--- src/rtl/fecc_pkg.sv ---
// Shared definitions for the flash read SECDED checker.
// Assumes position-numbered extended Hamming codes: index 0 holds overall parity.
package fecc_pkg;

    // Classification of one read
    typedef enum logic [1:0] {
        ECC_CLEAN  = 2'd0,
        ECC_SINGLE = 2'd1,
        ECC_DOUBLE = 2'd2
    } ecc_kind_e;

    // Smallest number of position-parity bits covering dw data bits
    function automatic int unsigned hamming_par_w(int unsigned dw);
        int unsigned r;
        r = 1;
        for (int unsigned i = 0; i < 16; i++) begin
            if ((32'd1 << r) < dw + r + 1) r = r + 1;
        end
        return r;
    endfunction

    // True when p is a power of two (p > 0)
    function automatic bit is_pow2(int unsigned p);
        return (p != 0) && ((p & (p - 1)) == 0);
    endfunction

endpackage

--- src/rtl/fecc_encoder.sv ---
// Check-bit generator: places data bits at non-power-of-two positions,
// computes each position-parity bit and the overall even parity.
// Purely combinational; used by the decoder to regenerate check bits.
module fecc_encoder
    import fecc_pkg::*;
#(
    parameter  int unsigned DATA_W = 64,
    localparam int unsigned PAR_W  = hamming_par_w(DATA_W),
    localparam int unsigned CODE_W = DATA_W + PAR_W + 1
) (
    input  logic [DATA_W-1:0] data_i,
    output logic [CODE_W-1:0] code_o
);

    logic [CODE_W-1:0] placed;
    logic [CODE_W-1:0] body;
    logic [PAR_W-1:0]  hbits;

    // Scatter data bits onto their code positions
    for (genvar p = 0; p < CODE_W; p++) begin : g_place
        if (p == 0 || is_pow2(p)) begin : g_hole
            assign placed[p] = 1'b0;
        end else begin : g_data
            assign placed[p] = data_i[p - $clog2(p) - 1];
        end
    end

    // Each parity bit covers positions whose index has bit k set
    for (genvar k = 0; k < PAR_W; k++) begin : g_par
        logic [CODE_W-1:0] sel;
        for (genvar p = 0; p < CODE_W; p++) begin : g_sel
            if (((p >> k) & 1) != 0) begin : g_in
                assign sel[p] = placed[p];
            end else begin : g_out
                assign sel[p] = 1'b0;
            end
        end
        assign hbits[k] = ^sel;
    end

    // Merge parity bits into the body; index 0 carries overall parity
    for (genvar p = 0; p < CODE_W; p++) begin : g_body
        if (p == 0) begin : g_zero
            assign body[p] = 1'b0;
        end else if (is_pow2(p)) begin : g_chk
            assign body[p] = hbits[$clog2(p)];
        end else begin : g_dat
            assign body[p] = placed[p];
        end
    end

    assign code_o = {body[CODE_W-1:1], ^body};

endmodule

--- src/rtl/fecc_decoder.sv ---
// SECDED decoder: regenerates check bits from the received data, forms the
// syndrome and overall parity, repairs a single upset and classifies the read.
// Assumes the codeword layout produced by fecc_encoder.
module fecc_decoder
    import fecc_pkg::*;
#(
    parameter  int unsigned DATA_W = 64,
    localparam int unsigned PAR_W  = hamming_par_w(DATA_W),
    localparam int unsigned CODE_W = DATA_W + PAR_W + 1
) (
    input  logic [CODE_W-1:0] code_i,
    output logic [DATA_W-1:0] data_o,
    output ecc_kind_e         kind_o
);

    logic [DATA_W-1:0] raw;
    logic [CODE_W-1:0] regen;
    logic [CODE_W-1:0] diff;
    logic [PAR_W-1:0]  syn;
    logic              par_bad;
    logic              fix_en;

    // Gather received data bits and apply the repair mask
    for (genvar p = 1; p < CODE_W; p++) begin : g_pick
        if (!is_pow2(p)) begin : g_d
            assign raw[p - $clog2(p) - 1]    = code_i[p];
            assign data_o[p - $clog2(p) - 1] = code_i[p] ^ (fix_en && (syn == PAR_W'(p)));
        end
    end

    fecc_encoder #(.DATA_W(DATA_W)) u_regen (
        .data_i (raw),
        .code_o (regen)
    );

    // Regenerated word has even parity, so the parity of diff is the parity of code_i
    assign diff    = regen ^ code_i;
    assign par_bad = ^diff;

    for (genvar k = 0; k < PAR_W; k++) begin : g_syn
        assign syn[k] = diff[1 << k];
    end

    assign fix_en = par_bad && (syn != '0);

    // Classify the read from syndrome and overall parity
    always_comb begin
        if (!par_bad) begin
            kind_o = (syn == '0) ? ECC_CLEAN : ECC_DOUBLE;
        end else begin
            kind_o = (32'(syn) < CODE_W) ? ECC_SINGLE : ECC_DOUBLE;
        end
    end

endmodule

--- src/rtl/fecc_status.sv ---
// Sticky ECC status: correction and detection flags, write-1 clears,
// and the failing double-word address and bank with first-error priority
// (an uncorrectable error may replace a correction-only record).
// Assumes clear pulses and events are synchronous to clk.
module fecc_status
    import fecc_pkg::*;
#(
    parameter  int unsigned ADDR_W  = 21,
    parameter  int unsigned ALIGN_W = 3,
    localparam int unsigned DW_W    = ADDR_W - ALIGN_W
) (
    input  logic              clk,
    input  logic              rst_n,
    input  logic              ev_valid_i,
    input  ecc_kind_e         ev_kind_i,
    input  logic [DW_W-1:0]   ev_dword_i,
    input  logic              ev_bank_i,
    input  logic              clr_corr_i,
    input  logic              clr_det_i,
    output logic              corr_o,
    output logic              det_o,
    output logic [ADDR_W-1:0] addr_o,
    output logic              bank_o
);

    logic            corr_q, det_q, bank_q;
    logic [DW_W-1:0] dword_q;
    logic            corr_keep, det_keep, is_single, is_double, capture;

    // Decide what survives the clears and whether the record is taken
    always_comb begin
        corr_keep = corr_q & ~clr_corr_i;
        det_keep  = det_q  & ~clr_det_i;
        is_single = ev_valid_i && (ev_kind_i == ECC_SINGLE);
        is_double = ev_valid_i && (ev_kind_i == ECC_DOUBLE);
        capture   = (is_single && !corr_keep && !det_keep) ||
                    (is_double && !det_keep);
    end

    // Flag and record registers
    always_ff @(posedge clk) begin
        if (!rst_n) begin
            corr_q  <= 1'b0;
            det_q   <= 1'b0;
            dword_q <= '0;
            bank_q  <= 1'b0;
        end else begin
            corr_q <= corr_keep | is_single;
            det_q  <= det_keep  | is_double;
            if (capture) begin
                dword_q <= ev_dword_i;
                bank_q  <= ev_bank_i;
            end
        end
    end

    assign corr_o = corr_q;
    assign det_o  = det_q;
    assign addr_o = {dword_q, {ALIGN_W{1'b0}}};
    assign bank_o = bank_q;

endmodule

--- src/rtl/flash_ecc_guard.sv ---
// Top of the flash read SECDED checker: decodes each qualified read,
// registers the repaired data, keeps the sticky error record and drives
// the maskable correction interrupt and the non-maskable event.
// Assumes one read per cycle at most and synchronous software pulses.
module flash_ecc_guard
    import fecc_pkg::*;
#(
    parameter  int unsigned DATA_W  = 64,
    parameter  int unsigned ADDR_W  = 21,
    parameter  int unsigned ALIGN_W = 3,
    localparam int unsigned PAR_W   = hamming_par_w(DATA_W),
    localparam int unsigned CODE_W  = DATA_W + PAR_W + 1
) (
    input  logic              clk,
    input  logic              rst_n,
    input  logic              rd_valid_i,
    input  logic [CODE_W-1:0] rd_word_i,
    input  logic [ADDR_W-1:0] rd_addr_i,
    input  logic              rd_bank_i,
    input  logic              corr_irq_en_i,
    input  logic              clr_corr_i,
    input  logic              clr_det_i,
    output logic              rd_valid_o,
    output logic [DATA_W-1:0] rd_data_o,
    output logic              ecc_corr_o,
    output logic              ecc_det_o,
    output logic [ADDR_W-1:0] ecc_addr_o,
    output logic              ecc_bank_o,
    output logic              corr_irq_o,
    output logic              nmi_o
);

    logic [DATA_W-1:0] fixed;
    ecc_kind_e         kind;
    logic              addr_lsb_unused;

    assign addr_lsb_unused = ^rd_addr_i[ALIGN_W-1:0];

    fecc_decoder #(.DATA_W(DATA_W)) u_dec (
        .code_i (rd_word_i),
        .data_o (fixed),
        .kind_o (kind)
    );

    // One-cycle output stage for repaired data
    always_ff @(posedge clk) begin
        if (!rst_n) begin
            rd_valid_o <= 1'b0;
            rd_data_o  <= '0;
        end else begin
            rd_valid_o <= rd_valid_i;
            if (rd_valid_i) rd_data_o <= fixed;
        end
    end

    fecc_status #(.ADDR_W(ADDR_W), .ALIGN_W(ALIGN_W)) u_stat (
        .clk        (clk),
        .rst_n      (rst_n),
        .ev_valid_i (rd_valid_i),
        .ev_kind_i  (kind),
        .ev_dword_i (rd_addr_i[ADDR_W-1:ALIGN_W]),
        .ev_bank_i  (rd_bank_i),
        .clr_corr_i (clr_corr_i),
        .clr_det_i  (clr_det_i),
        .corr_o     (ecc_corr_o),
        .det_o      (ecc_det_o),
        .addr_o     (ecc_addr_o),
        .bank_o     (ecc_bank_o)
    );

    assign corr_irq_o = ecc_corr_o & corr_irq_en_i;
    assign nmi_o      = ecc_det_o;

endmodule

--- config.mk ---
export PLATFORM = sky130hd
export DESIGN_NAME = flash_ecc_guard
export DESIGN_NICKNAME = d
export VERILOG_FILES = /design/src/rtl/fecc_pkg.sv /design/src/rtl/fecc_encoder.sv /design/src/rtl/fecc_decoder.sv /design/src/rtl/fecc_status.sv /design/src/rtl/flash_ecc_guard.sv
export SDC_FILE = /design/constraint.sdc
export NUM_CORES = 1
export LEC_CHECK = 0
export ABC_AREA = 1
export CORE_MARGIN = 3
export CORE_UTILIZATION = 50
export DETAILED_ROUTE_END_ITERATION = 16
export DONT_BUFFER_PORTS = 1
export GPL_ROUTABILITY_DRIVEN = 0
export GPL_TIMING_DRIVEN = 0
export PLACE_DENSITY = 0.72
export SLEW_MARGIN = 20
export SYNTH_ARGS = -nofsm -noshare
export SYNTH_HDL_FRONTEND = slang
export SYNTH_SLANG_ARGS = --single-unit
export TNS_END_PERCENT = 50
--- constraint.sdc ---
create_clock -name clk -period 3.15 [get_ports clk]
set_input_delay 0.315 -clock clk [delete_from_list [all_inputs] [get_ports clk]]
set_output_delay 0.315 -clock clk [all_outputs]
set_load 0.005 [all_outputs]
# Yosys cells after proc, flatten, opt, wreduce, memory -nomap -nowiden
# Index checks and enable logic that the tools add are counted.
# totals
output_inout_bits	91
word_cells	232
regBits	86
input_bits	100
# op_classes
n_reduce_logical	84
order_cmp	1
n_eq_ne	66
n_bitwise	72
mux	3
# ops
op	n
72-bit parity	9
7-bit by 6-bit == test with 1-bit output, second input constant	31
7-bit by 5-bit == test with 1-bit output, second input constant	15
72-bit XOR	1
1-bit logical AND	70
1-bit XOR	64
7-bit by 4-bit == test with 1-bit output, second input constant	7
7-bit == test, second input constant	7
7-bit by 3-bit == test with 1-bit output, second input constant	3
7-bit by 2-bit == test with 1-bit output, second input constant	1
7-bit zero test	1
7-bit less-than comparator, second input constant	1
7-bit nonzero test	1
2-bit two-way mux	3
1-bit AND	3
2-bit by 1-bit == test with 1-bit output, second input constant	1
2-bit == test, second input constant	1
1-bit zero test	2
1-bit NOT	2
1-bit OR	2
1-bit logical OR	1

# Depth between registers and ports, before layout
# Gate-level depths: netlist (run 1).
# logic_depth
ltp_word	11
mapped_depth	32

# Modules after synthesis
# From an unflattened synthesis (run 1), not the netlist that was laid out.
# unflattened
hier_cells	2182
hier_area_um2	11700.0
# by_module_without_submodules
mod	cells_each	n_inst	area_per_inst_um2
fecc_decoder	1091	1	5212.5
fecc_encoder	535	1	2736.4
flash_ecc_guard	411	1	2641.3
fecc_status	145	1	1109.8

# Worst setup path before layout (run 1)
# OpenSTA, ideal clock, no wires.
# synth_path
path_kind	in2reg
start	input port rd_word_i[30]
end	register u_stat.dword_q[10]
path_stages	28
path_slack_ps	391
arrival_time_ps	2646
setup_ps	113
path_cell_list	buf_2 -> xnor2_1 -> inv_1 -> nand2_1 -> nand2_1 -> nand2_1 -> nand2_1 -> nand2_1 -> inv_1 -> nor2_1 -> nand3_1 -> nand2_2 -> nand2_2 -> nand2_1 -> inv_1 -> nand2_1 -> nand2_1 -> nand3_1 -> nand2_1 -> nand2_4 -> nand2_4 -> nor2_4 -> nand3_1 -> nand2_1 -> nand2_4 -> buf_6 -> nor2_1 -> nor2_1
# synth_between
elab_chain_cells	10
elab_cells_between_ends	20
# synth_rtl
item	line_no	text
from (decl)	flash_ecc_guard.sv:17	input logic [CODE_W-1:0] rd_word_i,
72-bit parity	fecc_encoder.sv:38	assign hbits[k] = ^sel;
72-bit parity or 72-bit XOR (tied branches)	fecc_encoder.sv:52, fecc_decoder.sv:37	
72-bit XOR *	fecc_decoder.sv:37	assign diff = regen ^ code_i;
72-bit parity, or another cell as far along	fecc_decoder.sv:38	assign par_bad = ^diff;
2-bit two-way mux *	fecc_decoder.sv:48	if (!par_bad) begin
2-bit by 1-bit == test with 1-bit output	fecc_status.sv:34	is_single = ev_valid_i && (ev_kind_i == ECC_SINGLE);
1-bit logical AND	fecc_status.sv:34	
1-bit logical AND (2 in series)	fecc_status.sv:36	capture = (is_single && !corr_keep && !det_keep) ||
1-bit logical OR *	fecc_status.sv:36	
to (signal assigned)	fecc_status.sv:51	dword_q <= ev_dword_i;
to (decl)	fecc_status.sv:27	logic [DW_W-1:0] dword_q;
# Mark *: on every way between the ends. The rest lies on a longest branch, timed or not.
# A chain may end at the register's enable or synchronous reset.

# Worst setup path in the final report (run 1)
# layout_path
start	input port rd_word_i[38]
end	register rd_data_o[44]
# layout_between
elab_chain_cells	7
elab_cells_between_ends	11
# layout_rtl
item	line_no	text
72-bit parity	fecc_encoder.sv:38	
72-bit parity	fecc_encoder.sv:52	assign code_o = {body[CODE_W-1:1], ^body};
72-bit XOR *	fecc_decoder.sv:37	
72-bit parity	fecc_decoder.sv:38	
1-bit logical AND	fecc_decoder.sv:44	assign fix_en = par_bad && (syn != '0);
1-bit logical AND *	fecc_decoder.sv:27	assign data_o[p - $clog2(p) - 1] = code_i[p] ^ (fix_en && (syn == PAR_W'(p)));
1-bit XOR *	fecc_decoder.sv:27	
to (signal assigned)	flash_ecc_guard.sv:52	if (rd_valid_i) rd_data_o <= fixed;
to (decl)	flash_ecc_guard.sv:24	output logic [DATA_W-1:0] rd_data_o,
# Marked as above.

==> reports/metrics.cfg, run 1 <==
[synthesis]
synth_area_leaders=nand2_1 (31%), dfxtp_1 (22%), nor2_1 (12%), nand3_1 (10%), inv_1 (9.4%)
synth_most_common_cell=nand2_1
synth.distinct_cells=29
synth_flop_cell=dfxtp_1
synth_edf_count=0
synth_top_area_cell=nand2_1
synth_top_cell_area_share_pct=31.2
syn_area_mm2=0.00785
syn_avg_cell_area_um2=5.15
ys_seq_elements=86
synthArstFlopShare_pct=0
postSynthCellCount=1526
synth-seq-area-share_pct=21.9
synth-warning-count=0
synth_common_cells=nand2_1 (653), nor2_1 (254), inv_1 (197)

[floorplan]
initial_core_util_pct=51.5
boundaryPins=191
die_height_um=131
core_area_mm2=0.0153
fp-row-count=45
die_area_mm2=0.0172
fp.dieW_um=131

[routing]
drc=0
ant_nets=0
wl_per_cell_um=14.3
first_iter_violations=689
dr.pass1.iters=6
viasPerCell=5.06
vias=8962
drt-total-wl_mm=25.3

[clock_tree]
hold_buffers=0
cts_max_level=3
cts_tree=built
numClockSinks=86
clkLatencyLatePin_ns=0.35
ctsLongestPathBuffers=2
cts_made_buffers=9
root_buffer=clkbuf_16
clk_pin_slew_ns=0.07

[critical_path]
crit_arrival_ns=3.19
r2r-start=u_stat.det_o$_SDFF_PN0_
crit_start=rd_word_i[38]
path_max_fanout=8
end_kind=flip-flop
cpPeakStageDelay_ns=0.28
crit_type=primary input to flip-flop
cpMostUsedCell=nand2_1
cp.required_ns=3.40
crit_slowest_cell=nor2_4
worstSetupStartpointType=primary input

[layout]
final_cells=1770
num_antenna_cells=0
nets=1654
syn_to_final_growth_pct=12.9
drive_gt1_share_pct=9.04
utilization_pct=58.1
fillers=1549

[sta]
setup-tns-final_ns=0
maxSlewViolCount=0
finalCriticalPeriod_ns=2.94
finalClockSkew_ns=0.00555
max_freq_mhz=340
period_share_pct=93.4
hold_viol=0
slew-limit-headroom_pct=49.5
setup_viol=0
worst_slew_pin_slew_ns=0.756

[min_path]
hold_start=rd_addr_i[8]
hp-class=primary input to flip-flop

[run]
drv_cap=0

[status]
status=complete, no violations

[global_route]
grt_pass1_vias=7905
gr-total-overflow=0
grt_pass1_wl_mm=39.0
antenna_found_initial=0
grtUsageTotal_pct=27.8
grt_start_max_net_pins=17

[power_and_ir_drop]
p_leak_nw=5.10
power_w=0.00594
max-vdd-ir-drop_mv=0.452
power_density_mw_per_mm2=670

[placed_design]
dp.cells=1739
port_buffers=0
dp_hpwl_mm=19.9

logic make-up after synthesis:
logic type / synth area share (%)
AOI/OAI and AO/OA: 1.80
xor gates and xnor gates: 3.68
buffers and inverters: 13.3
DFF: 21.9
other: 0.0478
and+or+nand+nor: 59.3
path summary, 6_finish.rpt:
kind                                         end  slack (ns)  depth (start not counted)
setup reg to reg  u_stat.dword_q[9]$_SDFFE_PN0P_        1.80                          6
setup / recovery      rd_data_o[44]$_SDFFE_PN0P_        0.21                         29
hold / removal    u_stat.dword_q[5]$_SDFFE_PN0P_        0.09                          2
hold reg to reg   u_stat.dword_q[7]$_SDFFE_PN0P_        0.56                          4
critical path, delay by kind of cell:
kind / cells / cell delay, ns
and+or+nand+nor: 25 / 2.51
buffers and inverters: 4 / 0.36
registers in the layout, summed over array words and instances, names as in the netlist:
name / count
rd_data_o: 64
u_stat.dword_q: 18
rd_valid_o: 1
u_stat.bank_o: 1
u_stat.corr_o: 1
u_stat.det_o: 1
final cells by class:
| cell class | count | area (um^2) | share of cell area [%] |
|---|---|---|---|
| multi-input combinational | 1182 | 5270 | 59.4 |
| sequential | 86 | 1720 | 19.4 |
| inverter | 215 | 810 | 9.13 |
| tap | 211 | 264 | 2.98 |
| buffer | 45 | 249 | 2.81 |
| clock buffer | 9 | 225 | 2.54 |
| timing repair buffer | 15 | 200 | 2.26 |
| clock inverter | 7 | 126 | 1.43 |
layout by cell type, fill, tap and decap left out:
cell type   instances
xor2_2              3
nor2_1            243
inv_6               2
nand2_2            28
nor2_2              6
dfxtp_1            86
nand3_1           152
bufinv_16           3
clkbuf_4            2
conb_1              3
o21ai_0            15
nand3_4             4
clkinvlp_4          1
nor4_1              1
inv_4               1
buf_6               6
a31oi_1             1
buf_4              14
buf_2               4
o21ai_1            10
inv_8               1
xnor2_1            14
inv_2              19
nand3b_1           11
nor2_4             12
nand4_4             1
xnor2_2             4
nand2_4             3
inv_1             195
clkbuf_16           9
nand4_1             2
nand2_1           643
a21oi_1             2
buf_1               1
or2_1               1
buf_12              7
xor2_1             12
nand3_2            11
clkbuf_1           26
per-layer routing:
| metal | vias to the layer above | global-route usage, % | wire (um) |
|---|---|---|---|
| met2 | 386 | 45.4 | 11300 |
| met1 | 3897 | 33.4 | 10200 |
| met4 | 0 | 10.6 | 915 |
| met5 | - | 0 | 0 |
| met3 | 59 | 10.3 | 2900 |
| li1 | 4620 | - | - |
where the power goes:
group	internal, W	leakage, nW	total [W]	switching (W)
registers	0.00125	0.715	0.00138	0.000125
logic	0.00110	4.22	0.00329	0.00220
clock network	0.000787	0.169	0.00127	0.000485
total	0.00313	5.10	0.00594	0.00281
through the flow:
stage                     hold WS, ns  cell area (um^2)  setup WS [ns]
after floorplan                 0.450              7860          0.391
after global placement          0.452              8120         -0.432
after detailed placement        0.460              8120         -0.492
after CTS                      0.0911              8480        -0.0636
after global routing           0.0893              8870        -0.0678
final                          0.0949              8870          0.209
timing repair:
item                                    4_1_cts  5_1_grt
gates resized for setup                       2       48
endpoints found under the setup margin       20       63
pin swaps                                     0       11
setup buffers                                 0       15
No activity file was read; power rests on OpenSTA's default activity.
==> run 2, diff against run 1 <==
- PLACE_DENSITY: 0.72 -> 0.75
- clock period: 3.15 -> 2.5 ns (I/O delays scaled with it)
==> run 2 against run 1 <==
Net effect:
- the flow now finishes with violations (negative setup slack)
- wire length grew 7.0%
- clock-buffer cell count is the same
- sequential share of layout area shrank 1.7 points
- register-to-register slack lost 0.64 ns
- critical path type unchanged
- power grew 41%
==> reports/metrics.cfg, run 2 (synthesis gave the netlist of run 1 again) <==
[run]
drv_cap=0

[floorplan]
boundaryPins=191
die_area_mm2=0.0172
initial_core_util_pct=51.5
die_height_um=131
fp-row-count=45
fp.dieW_um=131
core_area_mm2=0.0153

[placed_design]
port_buffers=0
pre_cts_slack_ns=-0.958
dp_hpwl_mm=19.0
place_area_mm2=0.00825

[sta]
hold_viol=0
setup-tns-final_ns=-12.21
slew-limit-headroom_pct=49.4
worst_hold_slack_ns=0.0106
max_freq_mhz=366
maxSlewViolCount=0
setup_slack_ns=-0.235
setup_viol=83
worst_slew_pin_slew_ns=0.759
period_share_pct=109
finalCriticalPeriod_ns=2.74
finalClockSkew_ns=0.00676
rsz0062_at_grt=true

[routing]
vias=9279
dr_wl_met2_mm=12.4
ant_nets=0
first_iter_violations=883
wl_met3_mm=3.06
wl_per_cell_um=15.1
highest_layer=met4
drc=0
dr.pass1.iters=7
drt-total-wl_mm=27.1
viasPerCell=5.18
wl_met1_mm=10.6

[layout]
finalInstanceArea_mm2=0.00974
top_register=rd_data_o
largest_reg_flops=64
reg_top3=rd_data_o (64), u_stat.dword_q (18)
seq_area_mm2=0.00172
nets=1675
drive_gt1_share_pct=19.4
syn_to_final_growth_pct=24.0
layout_common_cells=nand2_1 (549), nor2_1 (228), inv_1 (183), nand3_1 (135), nand2_2 (105)
fillers=1425
num_antenna_cells=0
final_common_cell=nand2_1
multiInputGateArea_mm2=0.00590

[global_route]
grt_start_max_net_pins=19
grt_pass1_wl_mm=38.5
grtUsageTotal_pct=27.5
gr-total-overflow=0
grt_pass1_vias=7649
antenna_found_initial=0

[clock_tree]
cts_made_buffers=9
clkLatencyLatePin_ns=0.36
ctsLongestPathBuffers=2
cts_max_level=3
numClockSinks=86
clk_pin_slew_ns=0.07
root_buffer=clkbuf_16
cts_tree=built

[critical_path]
crit_arrival_ns=3.00
crit_type=primary input to flip-flop
end_kind=flip-flop
path_max_fanout=10
cp.required_ns=2.77
crit_slowest_cell=nor2_4
worstSetupStartpointType=primary input
cpMostUsedCell=nand2_1
cpPeakStageDelay_ns=0.26

[power_and_ir_drop]
max-vdd-ir-drop_mv=0.618
p_leak_nw=5.39
power_density_mw_per_mm2=858

[status]
status=complete, but fails checks
failed_checks=negative setup slack

[min_path]
hp-class=primary input to flip-flop

run 2: changes by cell type in the layout (fill, tap and decap cells not counted), sizes merged:
cell         change
bufinv           -3
buf             +21
clkinvlp         +1
clkbuf           -1
dlygate4sd3      +1
clkinv           +3
inv              -1
run 2: power by group:
| group | internal [W] | leakage, nW | total [W] | switching, W |
|---|---|---|---|---|
| sequential | 0.00158 | 0.715 | 0.00173 | 0.000153 |
| combinational | 0.00198 | 4.53 | 0.00525 | 0.00328 |
| clock | 0.000710 | 0.149 | 0.00137 | 0.000664 |
run 2: per-stage QoR:
stage | power [W] | cells | util, %
6_report | 0.00836 | 1791 | 63.8
5_1_grt | 0.00882 | 1791 | 63.8
4_1_cts | 0.00731 | 1769 | 58.1
3_5_place_dp | 0.00540 | 1739 | 54.1
3_3_place_gp | 0.00533 | 1739 | 54.1
2_1_floorplan | 0.00459 | 1528 | -
run 2: area by class of cell:
cell class	instances	share of cell area (%)
plain buffers	45	3.29
multi-input cells	1182	60.6
inverters	215	8.39
repair buffers	36	4.24
clock buffers	9	2.31
well taps	211	2.71
flip-flops and latches	86	17.7
clock inverters	7	0.784
run 2: worst paths after layout:
path / startpoint / endpoint / slack (ns) / depth (start not counted)
setup / recovery: rd_word_i[57] / rd_data_o[36]$_SDFFE_PN0P_ / -0.24 / 29
hold / removal: rd_addr_i[6] / u_stat.dword_q[3]$_SDFFE_PN0P_ / 0.01 / 2
setup reg to reg: u_stat.det_o$_SDFF_PN0_ / u_stat.dword_q[2]$_SDFFE_PN0P_ / 1.16 / 6
hold reg to reg: rd_data_o[47]$_SDFFE_PN0P_ / rd_data_o[47]$_SDFFE_PN0P_ / 0.56 / 4
run 2: critical path, delay by kind of cell:
kind,cells,cell delay [ns]
simple gates,24,2.31
buf+inv,5,0.42
run 2: repair_timing:
item / in CTS / in global routing
hold endpoints to repair: 0 / 1
hold buffers: 0 / 1
endpoints found under the setup margin: 82 / 85
resized for setup: 43 / 189
gates cloned: 0 / 2
buffers inserted: 14 / 19
pin swaps: 9 / 79
run 2: per-layer routing:
metal | vias up | track usage (%)
met1 | 4040 | 35.2
li1 | 4669 | -
met5 | - | 0
met4 | 0 | 8.52
met3 | 92 | 8.69
met2 | 478 | 44.4
==> run 3, diff against run 2 <==
- ABC_AREA: 1 -> 0
==> run 3 against run 2 <==
Net effect:
- largest cell class unchanged
- wire length is 12% lower
- critical path type unchanged
- sequential cell count stayed put
- the run still ends with negative setup slack left
- global-route usage is 5.0 points higher
- final cell count is 53% lower
==> reports/metrics.cfg, run 3 <==
[critical_path]
worstSetupStartpointType=primary input
cpPeakStageDelay_ns=0.56
crit_type=primary input to flip-flop
r2r-start=u_stat.det_o$_SDFF_PN0_
crit_start=rd_word_i[33]
crit_slowest_cell=xor3_2
path_cells=xnor2_1, xnor2_1, xnor3_2, xor3_2, xnor2_2, xor3_2, clkbuf_16, buf_8, a2111oi_4, xnor2_1, a211oi_2
cp.required_ns=2.76
path_max_fanout=4
end_kind=flip-flop
cpMostUsedCell=xnor2_1
crit_arrival_ns=3.46

[layout]
reg_top3=rd_data_o (64), u_stat.dword_q (18)
fillers=637
nets=800
num_antenna_cells=0
layout_common_cells=xnor2_1 (119), dfxtp_1 (86), nor2_1 (68), a211oi_1 (38), xnor2_2 (36)
drive_gt1_share_pct=35.5
final_common_cell=xnor2_1
syn_to_final_growth_pct=43.8
largest_reg_flops=64
top_register=rd_data_o

[clock_tree]
clkLatencyLatePin_ns=0.36
hold_buffers=0
root_buffer=clkbuf_16
numClockSinks=86
cts_max_level=3
cts_tree=built
cts_made_buffers=9
ctsLongestPathBuffers=2
clk_pin_slew_ns=0.07

[floorplan]
fp.dieW_um=114
die_height_um=114
core_area_mm2=0.0111
die_area_mm2=0.0131
boundaryPins=191
fp-row-count=38
initial_core_util_pct=52.7

[sta]
period_share_pct=128
max_freq_mhz=313
hold_viol=0
finalClockSkew_ns=0.00692
slew-limit-headroom_pct=41.5
setup_slack_ns=-0.699
maxSlewViolCount=0
worst_slew_pin_slew_ns=0.877
setup_viol=85
rsz0062_at_grt=true
setup-tns-final_ns=-44.84
finalCriticalPeriod_ns=3.20

[synthesis]
postSynthCellCount=649
ys_seq_elements=86
synth_most_common_cell=xnor2_1
synth_flop_cell=dfxtp_1
synth.distinct_cells=47
syn_avg_cell_area_um2=9.03
synth_area_leaders=dfxtp_1 (29%), xnor2_1 (24%), a211oi_1 (7.0%), nor2_1 (4.4%), nor4_1 (3.5%)
synthArstFlopShare_pct=0
syn_area_mm2=0.00586
synth-seq-area-share_pct=29.4
synth_top_area_cell=dfxtp_1
synth_common_cells=xnor2_1 (158), dfxtp_1 (86), nor2_1 (68)
synth_top_cell_area_share_pct=29.4
synth_edf_count=0
synth-warning-count=0

[global_route]
grt_pass1_wl_mm=32.7
antenna_found_initial=0
gr-total-overflow=0
grt_start_max_net_pins=15
grt_pass1_vias=5711
grtUsageTotal_pct=32.5

[placed_design]
port_buffers=0
dp_hpwl_mm=14.4

[routing]
drc=0
dr.pass1.iters=5
wl_per_cell_um=28.3
first_iter_violations=618
drt-total-wl_mm=23.9
ant_nets=0
viasPerCell=6.98
vias=5901

[min_path]
hold_start=rst_n
hp-class=primary input to flip-flop

[status]
status=complete, but fails checks
failed_checks=negative setup slack

[run]
drv_cap=0

-- run 3: logic make-up (layout without fill, tap and decap cells) --
kind of cell,after synthesis,after routing,synth area share (%)
xor+xnor,191,192,31.5
flops,86,86,29.4
simple gates,169,169,15.0
compound gates,144,144,18.0
buf+inv,58,111,6.13
other cells,1,3,0.0640
-- run 3: worst max-delay path: cells and delay by family --
kind | cells | cell delay [ns]
AO/OA/AOI/OAI | 2 | 0.57
XOR/XNOR | 7 | 2.31
buffers and inverters | 2 | 0.32
-- run 3: per-stage QoR --
step	util, %	area [um^2]	cells	hold WS, ns	setup WS (ns)
3_3_place_gp	58.1	6460	791	0.378	-0.851
5_1_grt	75.8	8430	845	0.0345	-0.690
6_report	75.8	8430	845	0.0205	-0.699
3_5_place_dp	58.1	6460	791	0.380	-1.02
2_1_floorplan	-	6290	651	0.377	-0.398
4_1_cts	70.4	7840	831	0.0194	-0.380
-- run 3: worst paths after layout --
check	slack, ns	cells after the start	endpoint
worst max-delay path	-0.70	11	rd_data_o[59]$_SDFFE_PN0P_
worst min-delay path	0.02	1	rd_valid_o$_SDFF_PN0_
worst max register to register	0.96	6	u_stat.dword_q[10]$_SDFFE_PN0P_
worst min register to register	0.48	2	u_stat.dword_q[6]$_SDFFE_PN0P_
-- run 3: layout make-up --
cell class | count | area, um^2 | area share, %
Sequential cell | 86 | 1720 | 20.4
Buffer | 54 | 438 | 5.20
Multi-Input combinational cell | 508 | 5390 | 63.9
Inverter | 3 | 11.3 | 0.134
Clock buffer | 11 | 243 | 2.88
Clock inverter | 5 | 82.6 | 0.980
Timing Repair Buffer | 38 | 372 | 4.41
Tap cell | 140 | 175 | 2.08
-- run 3: per-layer routing --
metal,global-route usage [%],vias up,wire length [um]
met1,38.6,2813,8440
met4,15.4,0,1480
met5,0,-,0
met3,11.2,146,2700
li1,-,2469,-
met2,52.8,473,11300
-- run 3: timing repair --
item                       CTS  global route
setup buffers               21            15
pin swaps                   58            84
resized for setup          136            87
gates cloned                 3             0
setup endpoints to repair   85            85
Power of run 3 is left out: the tool's default activity adds up to more than one toggle a clock period on the data nets, which glitch-free logic cannot reach.
